`src/rtl/cf_pkg.sv`:
```
package cf_pkg;

  typedef struct packed {
    logic load;
    logic unload;
  } xfer_t;

  function automatic logic [31:0] wrap_inc(input logic [31:0] p, input int unsigned depth);
    return (p == depth - 1) ? 32'd0 : p + 32'd1;
  endfunction

  function automatic logic [31:0] next_fill(input logic [31:0] c, input xfer_t x);
    logic [31:0] r;
    r = c;
    if (x.load && !x.unload) r = c + 32'd1;
    if (x.unload && !x.load) r = c - 32'd1;
    return r;
  endfunction

endpackage

```
`src/rtl/cf_strobe_edge.sv`:
```
module cf_strobe_edge (
  input  logic clk,
  input  logic rst_n,
  input  logic strobe,
  output logic rise
);
  logic prev_q;

  always_ff @(posedge clk or negedge rst_n) begin
    if (!rst_n) prev_q <= 1'b0;
    else        prev_q <= strobe;
  end

  assign rise = strobe & ~prev_q;
endmodule

```
`src/rtl/cf_occupancy.sv`:
```
module cf_occupancy #(
  parameter int unsigned DEPTH = 16,
  localparam int unsigned AW = (DEPTH > 1) ? $clog2(DEPTH) : 1,
  localparam int unsigned CW = $clog2(DEPTH + 1)
) (
  input  logic          clk,
  input  logic          rst_n,
  input  logic          load_ev,
  input  logic          unload_ev,
  output logic          load_ok,
  output logic          unload_ok,
  output logic [AW-1:0] wr_ptr,
  output logic [AW-1:0] rd_ptr,
  output logic [CW-1:0] count,
  output logic          in_rdy,
  output logic          out_rdy
);
  import cf_pkg::*;

  logic  ld_rec, ul_rec;
  xfer_t xf;

  assign in_rdy    = (count != CW'(DEPTH)) && !ld_rec;
  assign out_rdy   = (count != '0) && !ul_rec;
  assign load_ok   = load_ev & in_rdy;
  assign unload_ok = unload_ev & out_rdy;
  assign xf        = '{load: load_ok, unload: unload_ok};

  always_ff @(posedge clk or negedge rst_n) begin
    if (!rst_n) begin
      wr_ptr <= '0;
      rd_ptr <= '0;
      count  <= '0;
      ld_rec <= 1'b0;
      ul_rec <= 1'b0;
    end else begin
      if (load_ok)   wr_ptr <= AW'(wrap_inc(32'(wr_ptr), DEPTH));
      if (unload_ok) rd_ptr <= AW'(wrap_inc(32'(rd_ptr), DEPTH));
      count  <= CW'(next_fill(32'(count), xf));
      ld_rec <= load_ok;
      ul_rec <= unload_ok;
    end
  end
endmodule

```
`src/rtl/cf_store.sv`:
```
module cf_store #(
  parameter int unsigned WIDTH = 4,
  parameter int unsigned DEPTH = 16,
  localparam int unsigned AW = (DEPTH > 1) ? $clog2(DEPTH) : 1
) (
  input  logic             clk,
  input  logic             rst_n,
  input  logic             we,
  input  logic [AW-1:0]    waddr,
  input  logic [WIDTH-1:0] wdata,
  input  logic [AW-1:0]    raddr,
  output logic [WIDTH-1:0] rdata
);
  logic [WIDTH-1:0] cells [DEPTH];

  always_ff @(posedge clk or negedge rst_n) begin
    if (!rst_n) begin
      for (int i = 0; i < DEPTH; i++) cells[i] <= '0;
    end else if (we) begin
      cells[waddr] <= wdata;
    end
  end

  assign rdata = cells[raddr];
endmodule

```
`src/rtl/chain_fifo.sv`:
```
module chain_fifo #(
  parameter int unsigned WIDTH = 4,
  parameter int unsigned DEPTH = 16
) (
  input  logic             clk,
  input  logic             rst_n,
  input  logic             load_strb,
  input  logic             unload_strb,
  input  logic [WIDTH-1:0] din,
  input  logic             oe,
  output logic [WIDTH-1:0] dout,
  output logic             in_rdy,
  output logic             out_rdy
);
  localparam int unsigned AW = (DEPTH > 1) ? $clog2(DEPTH) : 1;
  localparam int unsigned CW = $clog2(DEPTH + 1);

  logic [1:0]       strobes, rises;
  logic             load_ok, unload_ok;
  logic [AW-1:0]    wr_ptr, rd_ptr;
  logic [CW-1:0]    count;
  logic [WIDTH-1:0] head;

  assign strobes = {unload_strb, load_strb};

  for (genvar g = 0; g < 2; g++) begin : g_edge
    cf_strobe_edge u_edge (
      .clk    (clk),
      .rst_n  (rst_n),
      .strobe (strobes[g]),
      .rise   (rises[g])
    );
  end

  cf_occupancy #(.DEPTH(DEPTH)) u_occ (
    .clk       (clk),
    .rst_n     (rst_n),
    .load_ev   (rises[0]),
    .unload_ev (rises[1]),
    .load_ok   (load_ok),
    .unload_ok (unload_ok),
    .wr_ptr    (wr_ptr),
    .rd_ptr    (rd_ptr),
    .count     (count),
    .in_rdy    (in_rdy),
    .out_rdy   (out_rdy)
  );

  cf_store #(.WIDTH(WIDTH), .DEPTH(DEPTH)) u_store (
    .clk   (clk),
    .rst_n (rst_n),
    .we    (load_ok),
    .waddr (wr_ptr),
    .wdata (din),
    .raddr (rd_ptr),
    .rdata (head)
  );

  assign dout = oe ? head : '0;
endmodule

```
`config.mk`:
```
export PLATFORM = sky130hd
export DESIGN_NAME = chain_fifo
export DESIGN_NICKNAME = d
export VERILOG_FILES = /design/src/rtl/cf_pkg.sv /design/src/rtl/cf_strobe_edge.sv /design/src/rtl/cf_occupancy.sv /design/src/rtl/cf_store.sv /design/src/rtl/chain_fifo.sv
export SDC_FILE = /design/constraint.sdc
export NUM_CORES = 1
export LEC_CHECK = 0
export CORE_ASPECT_RATIO = 0.75
export CORE_MARGIN = 4
export CORE_UTILIZATION = 50
export DETAILED_ROUTE_END_ITERATION = 7
export GPL_TIMING_DRIVEN = 0
export PLACE_DENSITY = 0.67
export SLEW_MARGIN = 20
export SYNTH_ARGS = -nofsm -noshare
export SYNTH_HDL_FRONTEND = slang
export SYNTH_SLANG_ARGS = --single-unit
```
`constraint.sdc`:
```
create_clock -name clk -period 3.3 [get_ports clk]
set_clock_uncertainty 0.05 [all_clocks]
set_input_delay 0.66 -clock clk [delete_from_list [all_inputs] [get_ports clk]]
set_output_delay 0.66 -clock clk [all_outputs]
set_load 0.01 [all_outputs]
```
==> metrics.md <==
| Metric | Value |
|---|---|
| Worst hold slack | 0.188 ns |
| Overall global routing resource usage | 0.184 |
| Clock transition at path regs | 0.09 ns |
| Vias in the first global route | 2,453 |
| Postcts setup bufs | 0 |
| Top cell type's share of synthesized area | 0.508 |
| Startpoint Class | input pin |
| Cts hold-fix bufs | 0 |
| Global-route wire length before repair | 13.3 mm |
| Synth warn | 0 |
| Die Span Y | 85.3 µm |
| Total congestion overflow | 0 |
| HPWL Detailed | 5.98 mm |
| Clock net sink count | 81 |
| Worst Path Arrival | 2.47 ns |
| Layout cells sized above 1 | 0.331 |
| Initial antenna violation count | 0 |
| Largest net degree at the start of global routing | 51 |
| Slew HR | 0.593 |
| Multiplexer share of the synthesized area | 0.288 |
| Max H-tree Level | 3 |
| Worst-skew pair later-pin latency | 0.35 ns |
| Synth area leader | dfrtp_1 |
| Compound-Gate Fraction of Synth Area | 0.0370 |
| Worst Setup Path Type | input pin to output port |
| Core area | between 0.007 and 0.008 mm² |
| Fmax | 0.314 GHz |
| Post-route setup TNS | 0 ns |
| Hold crit path type | input pin to asynchronous set/reset pin |
| Fin cells | between 400 and 500 |
| WL per Instance | around 19 µm |
| Setup WS pre-CTS | -0.284 ns |
| DP Area | 0.00428 mm² |
| Diodes inserted | 0 |
| Xor and xnor fraction of the mapped netlist area | 0.0132 |
| Dpl cells | about 420 |
| PwrDens | 880 mW/mm² |
| Drt drc | 0 |
| Synth Instances | between 300 and 400 |
| Post_cts resized | 1 |
| LEAKAGE | approximately 0.0020 µW |
| DR vias | 2,399 |
| Num rows | 27 |
| Start of the worst register-to-register path | u_occ.count[1] |
| Synthesized Nets | 320 |
| Register area share after synthesis | 0.508 |
| Antenna viol nets, final | 0 |
| Peak supply drop | about 0.43 mV |
| R2R depth | 12 |
| Mean Syn Cell Area | between 10 and 15 µm² |
| I/O Buffers | 14 |
| Crit path from | oe |
| Final min period | between 3 and 4 ns |
| # IOs | 15 |
| Crit end category | output port |
| Simple-Gate Fraction of Synth Area | 0.0835 |
| Critical path required time | 2.59 ns |
| Nets | 343 |
| Root buf cell | clkbuf_8 |
| Slew @ Worst Pin | between 0.6 and 0.7 ns |
| Layout area overhead | 13.2% |
| WL final | 8.11 mm |
| Hold Fails Final Rpt | 0 |
| Status | finished, final reports clean |
| Tcrit/Tclk final | 0.964 |
| # setup viols final | 0 |
| Mapped Area | 0.00399 mm² |
| Initial Util | 0.529 |
| DR pass1 iterations | 4 |
| CTS tree | built |
| Main combinational cell family by area after synthesis | multiplexers |
| Top cells by area, synth | dfrtp_1, mux2_2, mux4_2 |
| RePlAce Congestion | 0.806 |
| RSZ-0062 raised after global routing | false |
| Via-to-Cell Ratio | 5.58 |
| Cell area after layout | around 0.0045 mm² |
| Bufs on Longest Clock Path | 2 |
| Adder-cell share of the synthesized area | 0.0333 |
| Max-slew violations | 0 |
| DR iter-0 viols | 120 |
| Synth unique cells | 36 |
| Max cap viols | 0 |
| TritonCTS buffer count | 9 |
| Die Wd | 111 µm |
| FF+latch count, synth | 81 |
| Crit path setup slack, layout | 0.120 ns |
| Die Area | around 0.0095 mm² |
| Max FO, Critical Path | 8 |
final cells by class:
| type | count | area (µm²) |
|---|---|---|
| Clock buffer | 9 | 124 |
| Multi-Input combinational cell | 192 | 1820 |
| Tap cell | 101 | 126 |
| Inverter | 8 | 30.0 |
| Clock inverter | 7 | 101 |
| Fill cell | 608 | 3020 |
| Buffer | 17 | 116 |
| Timing Repair Buffer | 15 | 165 |
| Sequential cell | 81 | 2030 |
worst max-delay path, stage by stage:
cell and delay, ns:
clkdlybuf4s50_1 0.46, nor2b_1 0.13, buf_1 0.29, a32oi_1 0.10, o211ai_1 0.24, clkdlybuf4s50_1 0.58
metal layers:
layer  up-vias  GRT usage  part of all wire
li1       1127          -                 -
met1      1214      0.276              0.50
met2        45      0.268              0.43
met3        13     0.0485             0.051
met4         0     0.0497             0.014
met5         -          0                 0
worst paths after layout:
kind	to	slack [ns]
setup / recovery	dout[0]	0.12
setup reg to reg	u_occ.count[4]	0.29
max in group asynchronous	u_store.cells[21]	2.43
hold reg to reg	u_store.cells[4]	0.46
hold / removal	u_store.cells[60]	0.19
min in group clk	u_store.cells[4]	0.46
stage by stage:
stage | total power [µW] | util
after floorplan | 2700 | -
after global placement | 3090 | 0.565
after detailed placement | 3160 | 0.568
after CTS | 3980 | 0.598
after global routing | 4240 | 0.599
final | 3970 | 0.599
synth_stat cells, drive strengths merged:
master / number
nand2b: 1
xnor2: 3
nor2: 15
inv: 8
or3b: 1
a32oi: 3
clkbuf: 11
a21o: 1
o211ai: 3
nor2b: 4
mux2i: 9
fa: 1
o21ai: 7
nand3: 10
nand4: 5
xor2: 3
a21oi: 6
mux4: 12
mux2: 66
and2: 1
nor4: 1
a31oi: 1
ha: 9
nor3: 1
dfrtp: 81
and3: 4
a32o: 1
o41ai: 1
and3b: 2
buf: 9
nand2: 19
nand3b: 2
flip-flops by register name, summed over array words and instances (netlist names):
name	count
g_edge.u_edge.prev_q	2
u_occ.count	5
u_occ.ld_rec	1
u_occ.rd_ptr	4
u_occ.ul_rec	1
u_occ.wr_ptr	4
u_store.cells	64
report_power, final:
part           internal (µW)  switching (µW)
registers               1380             277
clock network            432             381
logic                    838             665
total                   2650            1320
logic make-up after synthesis:
logic type | count (synthesis)
buf+inv | 28
compound gates | 23
xor+xnor | 6
flops | 81
fa+ha+maj | 10
simple gates | 66
mux | 87
layout by cell type, fill, tap and decap left out, types with 2 or more instances in the layout:
cell / count
a21oi_1: 6
a32oi_1: 3
and3_1: 4
and3b_2: 2
buf_4: 2
buf_6: 4
bufinv_16: 2
clkbuf_1: 8
clkbuf_4: 2
clkbuf_8: 9
clkdlybuf4s50_1: 13
clkinvlp_4: 2
dfrtp_1: 81
ha_1: 9
inv_1: 8
inv_6: 2
mux2_2: 54
mux2_4: 12
mux2i_1: 9
mux4_2: 12
nand2_1: 19
nand3_1: 10
nand3b_1: 2
nand4_1: 5
nor2_1: 15
nor2b_1: 4
o211ai_1: 3
o21ai_0: 7
xnor2_1: 3
xor2_1: 3
Power figures use the tool's default switching activity.
